$ cat src/rtl/pwm_trip_pkg.sv
package pwm_trip_pkg;
  localparam int FLAG_W  = 16;
  localparam int CLR_W   = 3;
  localparam int BIT_INT = 0;
  localparam int BIT_CBC = 1;
  localparam int BIT_OST = 2;
  localparam int NUM_SRC = 2;
  // source index i maps to flag bit i+1
  localparam int SRC_CBC = BIT_CBC - 1;
  localparam int SRC_OST = BIT_OST - 1;
endpackage

$ cat src/rtl/trip_flag_cell.sv
module trip_flag_cell (
  input  logic clk_i,
  input  logic rst_ni,
  input  logic set_i,
  input  logic clr_i,
  output logic q_o
);
  logic q_q;

  // set dominates clear
  always_ff @(posedge clk_i or negedge rst_ni) begin
    if (!rst_ni) q_q <= 1'b0;
    else         q_q <= set_i | (q_q & ~clr_i);
  end

  assign q_o = q_q;
endmodule

$ cat src/rtl/cbc_cond_hold.sv
module cbc_cond_hold (
  input  logic clk_i,
  input  logic rst_ni,
  input  logic trip_i,
  input  logic zero_i,
  output logic active_o
);
  logic act_q;

  // released only at counter zero with the trip gone
  always_ff @(posedge clk_i or negedge rst_ni) begin
    if (!rst_ni) act_q <= 1'b0;
    else         act_q <= trip_i | (act_q & ~zero_i);
  end

  assign active_o = act_q;
endmodule

$ cat src/rtl/trip_int_ctrl.sv
module trip_int_ctrl #(
  parameter int NUM_SRC = pwm_trip_pkg::NUM_SRC
) (
  input  logic               clk_i,
  input  logic               rst_ni,
  input  logic [NUM_SRC-1:0] src_flag_i,
  input  logic [NUM_SRC-1:0] src_en_i,
  input  logic               clr_i,
  output logic               int_flag_o,
  output logic               pulse_o
);
  logic int_q;
  logic fire;

  assign fire = ~int_q & |(src_flag_i & src_en_i);

  always_ff @(posedge clk_i or negedge rst_ni) begin
    if (!rst_ni) int_q <= 1'b0;
    else         int_q <= fire | (int_q & ~clr_i);
  end

  assign int_flag_o = int_q;
  assign pulse_o    = fire;
endmodule

$ cat src/rtl/pwm_trip_flags.sv
module pwm_trip_flags
  import pwm_trip_pkg::*;
#(
  parameter int FW = FLAG_W,
  parameter int CW = CLR_W
) (
  input  logic          clk_i,
  input  logic          rst_ni,
  input  logic          ost_trip_i,
  input  logic          cbc_trip_i,
  input  logic          ctr_zero_i,
  input  logic          ost_int_en_i,
  input  logic          cbc_int_en_i,
  input  logic          clr_we_i,
  input  logic [CW-1:0] clr_mask_i,
  output logic [FW-1:0] flags_o,
  output logic          int_pulse_o,
  output logic          ost_active_o,
  output logic          cbc_active_o
);
  logic [CW-1:0]      clr_hit;
  logic [NUM_SRC-1:0] src_set;
  logic [NUM_SRC-1:0] src_flag;
  logic [NUM_SRC-1:0] src_en;
  logic               int_flag;

  assign clr_hit          = clr_we_i ? clr_mask_i : '0;
  assign src_set[SRC_CBC] = cbc_trip_i;
  assign src_set[SRC_OST] = ost_trip_i;
  assign src_en[SRC_CBC]  = cbc_int_en_i;
  assign src_en[SRC_OST]  = ost_int_en_i;

  for (genvar g = 0; g < NUM_SRC; g++) begin : g_src
    trip_flag_cell u_flag (
      .clk_i  (clk_i),
      .rst_ni (rst_ni),
      .set_i  (src_set[g]),
      .clr_i  (clr_hit[g+1]),
      .q_o    (src_flag[g])
    );
  end

  cbc_cond_hold u_cbc_hold (
    .clk_i    (clk_i),
    .rst_ni   (rst_ni),
    .trip_i   (cbc_trip_i),
    .zero_i   (ctr_zero_i),
    .active_o (cbc_active_o)
  );

  trip_int_ctrl #(.NUM_SRC(NUM_SRC)) u_int (
    .clk_i      (clk_i),
    .rst_ni     (rst_ni),
    .src_flag_i (src_flag),
    .src_en_i   (src_en),
    .clr_i      (clr_hit[BIT_INT]),
    .int_flag_o (int_flag),
    .pulse_o    (int_pulse_o)
  );

  always_comb begin
    flags_o          = '0;
    flags_o[BIT_INT] = int_flag;
    flags_o[BIT_CBC] = src_flag[SRC_CBC];
    flags_o[BIT_OST] = src_flag[SRC_OST];
  end

  assign ost_active_o = src_flag[SRC_OST];
endmodule

$ cat config.mk
export PLATFORM = sky130hd
export DESIGN_NAME = pwm_trip_flags
export DESIGN_NICKNAME = d
export VERILOG_FILES = /design/src/rtl/pwm_trip_pkg.sv /design/src/rtl/trip_flag_cell.sv /design/src/rtl/cbc_cond_hold.sv /design/src/rtl/trip_int_ctrl.sv /design/src/rtl/pwm_trip_flags.sv
export SDC_FILE = /design/constraint.sdc
export NUM_CORES = 1
export LEC_CHECK = 0
export BUFFER_PORTS_ARGS = -buffer_cell sky130_fd_sc_hd__buf_4
export CAP_MARGIN = 20
export CORE_AREA = 5 5 42 44
export DETAILED_ROUTE_END_ITERATION = 16
export DIE_AREA = 0 0 47 49
export PLACE_DENSITY = 0.63
export SETUP_SLACK_MARGIN = 0.2
export SLEW_MARGIN = 20
export SYNTH_ARGS = -nofsm -noshare
export SYNTH_HDL_FRONTEND = slang
export SYNTH_SLANG_ARGS = --single-unit
$ cat constraint.sdc
create_clock -name clk_i -period 1.14 [get_ports clk_i]
set_clock_uncertainty 0.1 [all_clocks]
set_input_delay 0.057 -clock clk_i [delete_from_list [all_inputs] [get_ports clk_i]]
set_output_delay 0.057 -clock clk_i [all_outputs]
set_load 0.01 [all_outputs]
Yosys cells after proc, flatten, opt, wreduce, memory -nomap -nowiden. Cells that the tools add are included.

Output and inout bits: 19. Bits of input ports: 11. Bits in latches: 0. Logic and storage cells: 21. Memories kept: 0. Flip-flop bits (word level): 4. Memory bits (read-only): 0. Bits in writable memories: 0.

Order comparisons: 0. Multipliers: 0. Reduce and logical (&&, ||, !) cells: 1. Bitwise operators: 15. Mux-type cells: 1. Add/subtract/negate cells: 0. Shift-type cells: 0. Eq/ne operators: 0. Divide/modulo/power cells: 0.

Operators with widths (count): 1-bit bitwise AND (5); 1-bit inverter (5); 1-bit bitwise OR (4); 3-bit two-way mux (1); 2-bit bitwise AND (1); 2-bit OR reduction (1).

Longest topological paths before layout.
Word-level depth: 4. Mapped depth: 2. Gate-level depth less buffers: 2.

Hierarchy. A second synthesis with hierarchy kept.

Cell total of the unflattened synthesis: 32. Area, all modules: 295.3 µm².

Modules (own cells, without submodules): pwm_trip_flags (times used 1, cells each 19, sequential area each 0.0 µm², area each 135.1 µm²); trip_flag_cell (times used 2, cells each 3, sequential area each 25.0 µm², area each 36.3 µm²); trip_int_ctrl (times used 1, cells each 4, sequential area each 25.0 µm², area each 51.3 µm²); cbc_cond_hold (times used 1, cells each 3, sequential area each 25.0 µm², area each 36.3 µm²).

Worst setup path after synthesis. Ideal clock, no wire load.

Path kind: flip-flop to flip-flop. From: register g_src[1].u_flag.q_q. To: register u_int.int_q, in the netlist u_int.int_flag_o. Buffers on the path: 0. Period minus slack after synthesis: 0.898 ns. Path slack: 0.242 ns. Arrival time: 0.675 ns. Library setup time: 0.123 ns. Required time: 0.917 ns. Cell stages (with the launch flop): 3. Path through: dfrtp_1 a22oi_2 a21oi_2.

Cells in the longest elaborated chain, start to end: 4.

RTL lines: from (decl) (RTL line trip_flag_cell.sv:8) `logic q_q;`; from (signal assigned) (RTL line trip_flag_cell.sv:13) `else q_q <= set_i | (q_q & ~clr_i);`; 2-bit bitwise AND (RTL line trip_int_ctrl.sv:15) `assign fire = ~int_q & |(src_flag_i & src_en_i);`; 2-bit OR reduction (RTL line trip_int_ctrl.sv:15); 1-bit bitwise AND (RTL line trip_int_ctrl.sv:15); 1-bit bitwise OR (RTL line trip_int_ctrl.sv:19) `else int_q <= fire | (int_q & ~clr_i);`; to (signal assigned) (RTL line trip_int_ctrl.sv:19); to (decl) (RTL line trip_int_ctrl.sv:12) `logic int_q;`.

No other way between the ends.

Worst setup path in the final report.
From: register g_src[1].u_flag.q_q. To: output int_pulse_o.

Cells in the longest elaborated chain, start to end: 3.

RTL lines: 2-bit bitwise AND (RTL line trip_int_ctrl.sv:15); 2-bit OR reduction (RTL line trip_int_ctrl.sv:15); 1-bit bitwise AND (RTL line trip_int_ctrl.sv:15); to (decl) (RTL line pwm_trip_flags.sv:17) `output logic int_pulse_o,`.

No other way between the ends.

==> results_dict.tcl <==
set metrics [dict create \
    status "complete, but fails checks" \
    violations "negative setup slack" \
    ys_ff_latch 4 \
    grt_pass1_vias 228 \
    drt-pass1-iter-count 1 \
    numCtsBuffers 3 \
    p_sw_frac 0.2724 \
    grt_pass1_wl_um 979 \
    ant_nets 0 \
    clkTransAtPathRegs_ps 40 \
    critPathMaxFanout 3 \
    cts.path.max_buffers 2 \
    cp.depth 3 \
    synth-warning-count 0 \
    r2r_end "u_int.int_flag_o" \
    fp-row-count 14 \
    crit_end "int_pulse_o" \
    min_period_over_period 1.028 \
    seqPwrFrac 0.330 \
    vias_per_cell 3.458 \
    internal_power_mw 0.3624 \
    r2r_cells 3 \
    gp_congestion 0.6692 \
    ff_latch_area_um2 100.1 \
    syn_area_um2 297.8 \
    wl_per_cell_um 9.819 \
    synth_seq_area_share 0.3361 \
    worstPathBufferInverterCount 1 \
    drive_above_1_share 0.4821 \
    synthDistinctLibCells 10 \
    drtIter0Drc 0 \
    antenna_found_initial 0 \
    maxCapViolCount 0 \
    hold_viol 0 \
    cts_root_buffer "clkbuf_4" \
    reg2reg_from "u_int.int_flag_o" \
    rsz0062_at_grt "true" \
    finalSetupViolations 1 \
    rrSetupSlack_ps 200 \
    peakVddDrop_mv 0.4371 \
    drc_errors 0 \
    cp.arrival_ps 1020 \
    fin_ws_ps -32.15 \
    critical_path.top_delay_family "flip-flops" \
    avgSynthCellArea_um2 9.306 \
    combPwrFrac 0.307 \
    worstSetupPathType "flip-flop to output pin" \
    worstSetupStartpoint "g_src[1].u_flag.q_o" \
    p_leak_nw 0.2629 \
    switching_power_mw 0.1357 \
    layout_common_cells "buf_4, conb_1, buf_6, dfrtp_1, dlygate4sd3_1" \
    cp-start-kind "flip-flop" \
    clk_latency_ps 240 \
    grt_max_degree 5 \
    final_nets 69 \
    diodes 0 \
    n_fill_cell 162 \
    multi_input_area_um2 115.1 \
    p_total_mw 0.4980 \
    layout_commonest_cell "buf_4" \
    p_per_area_nw_per_um2 1026 \
    synth_cells 32 \
    dp_hpwl_um 568.7 \
    slew_violations 0 \
    clock.fmax_mhz 853.1 \
    min_period_ps 1172 \
    cts.sinks 4 \
    end_kind "output pin" \
    track_usage 0.06502 \
    die_x_um 47 \
    overflow 0 \
    initial_core_util 0.2125 \
    holdCritPathClass "input pin to flip-flop" \
    areaGrowthSynthToFinish_pct 63.03 \
    tritoncts "yes" \
    required_ps 980 \
    via_count 249 \
    htree_levels 1 \
    drt_wl_total_um 707 \
    portBuffers 16 \
    ios 30 \
    power.share.clock 0.363 \
    core_area_um2 1401 \
    die-area_um2 2303 \
    final_core_util 0.3464 \
    die_h_um 49 \
    slowest_delay_ps 400 \
    cpMaxStageDelayCell "dfrtp_1" \
    cp_cell_sequence "a22oi_2 > nor2_1 > buf_4" \
]
## cell usage after synthesis
| cell type | number | area, um2 |
|---|---|---|
| a21o_1 | 3 | 22.52 |
| conb_1 | 1 | 3.750 |
| nand2_1 | 2 | 7.510 |
| a21oi_2 | 1 | 8.760 |
| inv_1 | 2 | 7.510 |
| dfrtp_1 | 4 | 100.1 |
| nor2_1 | 1 | 3.750 |
| a22oi_2 | 1 | 12.51 |
| buf_4 | 16 | 120.1 |
| and3_4 | 1 | 11.26 |
## worst min path at each step
stage                       start                   to  slack [ps]  cells past startpoint
finish              clr_mask_i[1]  g_src[0].u_flag.q_o          10                      3
detailed placement         rst_ni  u_cbc_hold.active_o        -240                      1
floorplan                  rst_ni  g_src[0].u_flag.q_o        -340                      0
CTS                 clr_mask_i[2]  g_src[1].u_flag.q_o          10                      3
global route        clr_mask_i[2]  g_src[1].u_flag.q_o          10                      3
global placement           rst_ni  u_cbc_hold.active_o        -240                      1
## through the flow
step	area (um2)	setup WS [ps]	hold slack, ps	instances	setup TNS (ps)
CTS	447.9	-71.20	11.90	69	-71.20
global placement	362.8	185.9	-244.0	60	0
floorplan	342.8	241.9	-338.6	44	0
finish	485.5	-32.15	12.17	72	-32.15
detailed placement	362.8	173.1	-243.9	60	0
global route	485.5	-85.21	14.42	72	-85.21
## worst reg2reg max path, cell delays in order, from the launching register on
cell and delay, ps:
dfrtp_1 400, buf_6 130, and3_4 140, a21oi_2 100
## final cells by class
type,count,area share
flip-flops and latches,4,0.2062
multi-input cells,22,0.2371
clock buffers,3,0.04639
well taps,16,0.04124
inverters,2,0.01546
repair buffers,25,0.4536
## per-layer routing
| layer | share of wire | up-vias | routed length, um | global-route usage |
|---|---|---|---|---|
| li1 | - | 121 | - | - |
| met1 | 0.31 | 110 | 216 | 0.05556 |
| met2 | 0.51 | 18 | 358 | 0.09502 |
| met3 | 0.19 | 0 | 133 | 0.04797 |
| met4 | 0 | 0 | 0 | 0.05530 |
| met5 | 0 | - | 0 | 0 |
## power groups by stage
| stage | clock [mW] | combinational, mW | sequential [mW] |
|---|---|---|---|
| 2_1_floorplan | 0 | 0.0924 | 0.166 |
| 3_3_place_gp | 0 | 0.109 | 0.165 |
| 3_5_place_dp | 0 | 0.110 | 0.166 |
| 4_1_cts | 0.191 | 0.136 | 0.165 |
| 5_1_grt | 0.211 | 0.167 | 0.165 |
| 6_report | 0.181 | 0.153 | 0.164 |
## cell families after synthesis
group,Yosys count,synth area share
AO/OA/AOI/OAI,5,0.1471
buffers and inverters,18,0.4286
flip-flops,4,0.3361
other,1,0.01259
AND/OR/NAND/NOR,4,0.07562
## what timing repair did
action / CTS / global route
buffers inserted: 2 / 3
gates resized for setup: 2 / 4
pin swaps: 1 / 1
hold endpoints to repair: 7 / 0
setup endpoints to repair: 5 / 7
hold buffers: 4 / 0
## sequential cells by signal, summed over array words and instances (netlist names)
| signal | flops |
|---|---|
| u_cbc_hold.active_o | 1 |
| g_src.u_flag.q_o | 2 |
| u_int.int_flag_o | 1 |
No activity file was read; power rests on OpenSTA's default activity.
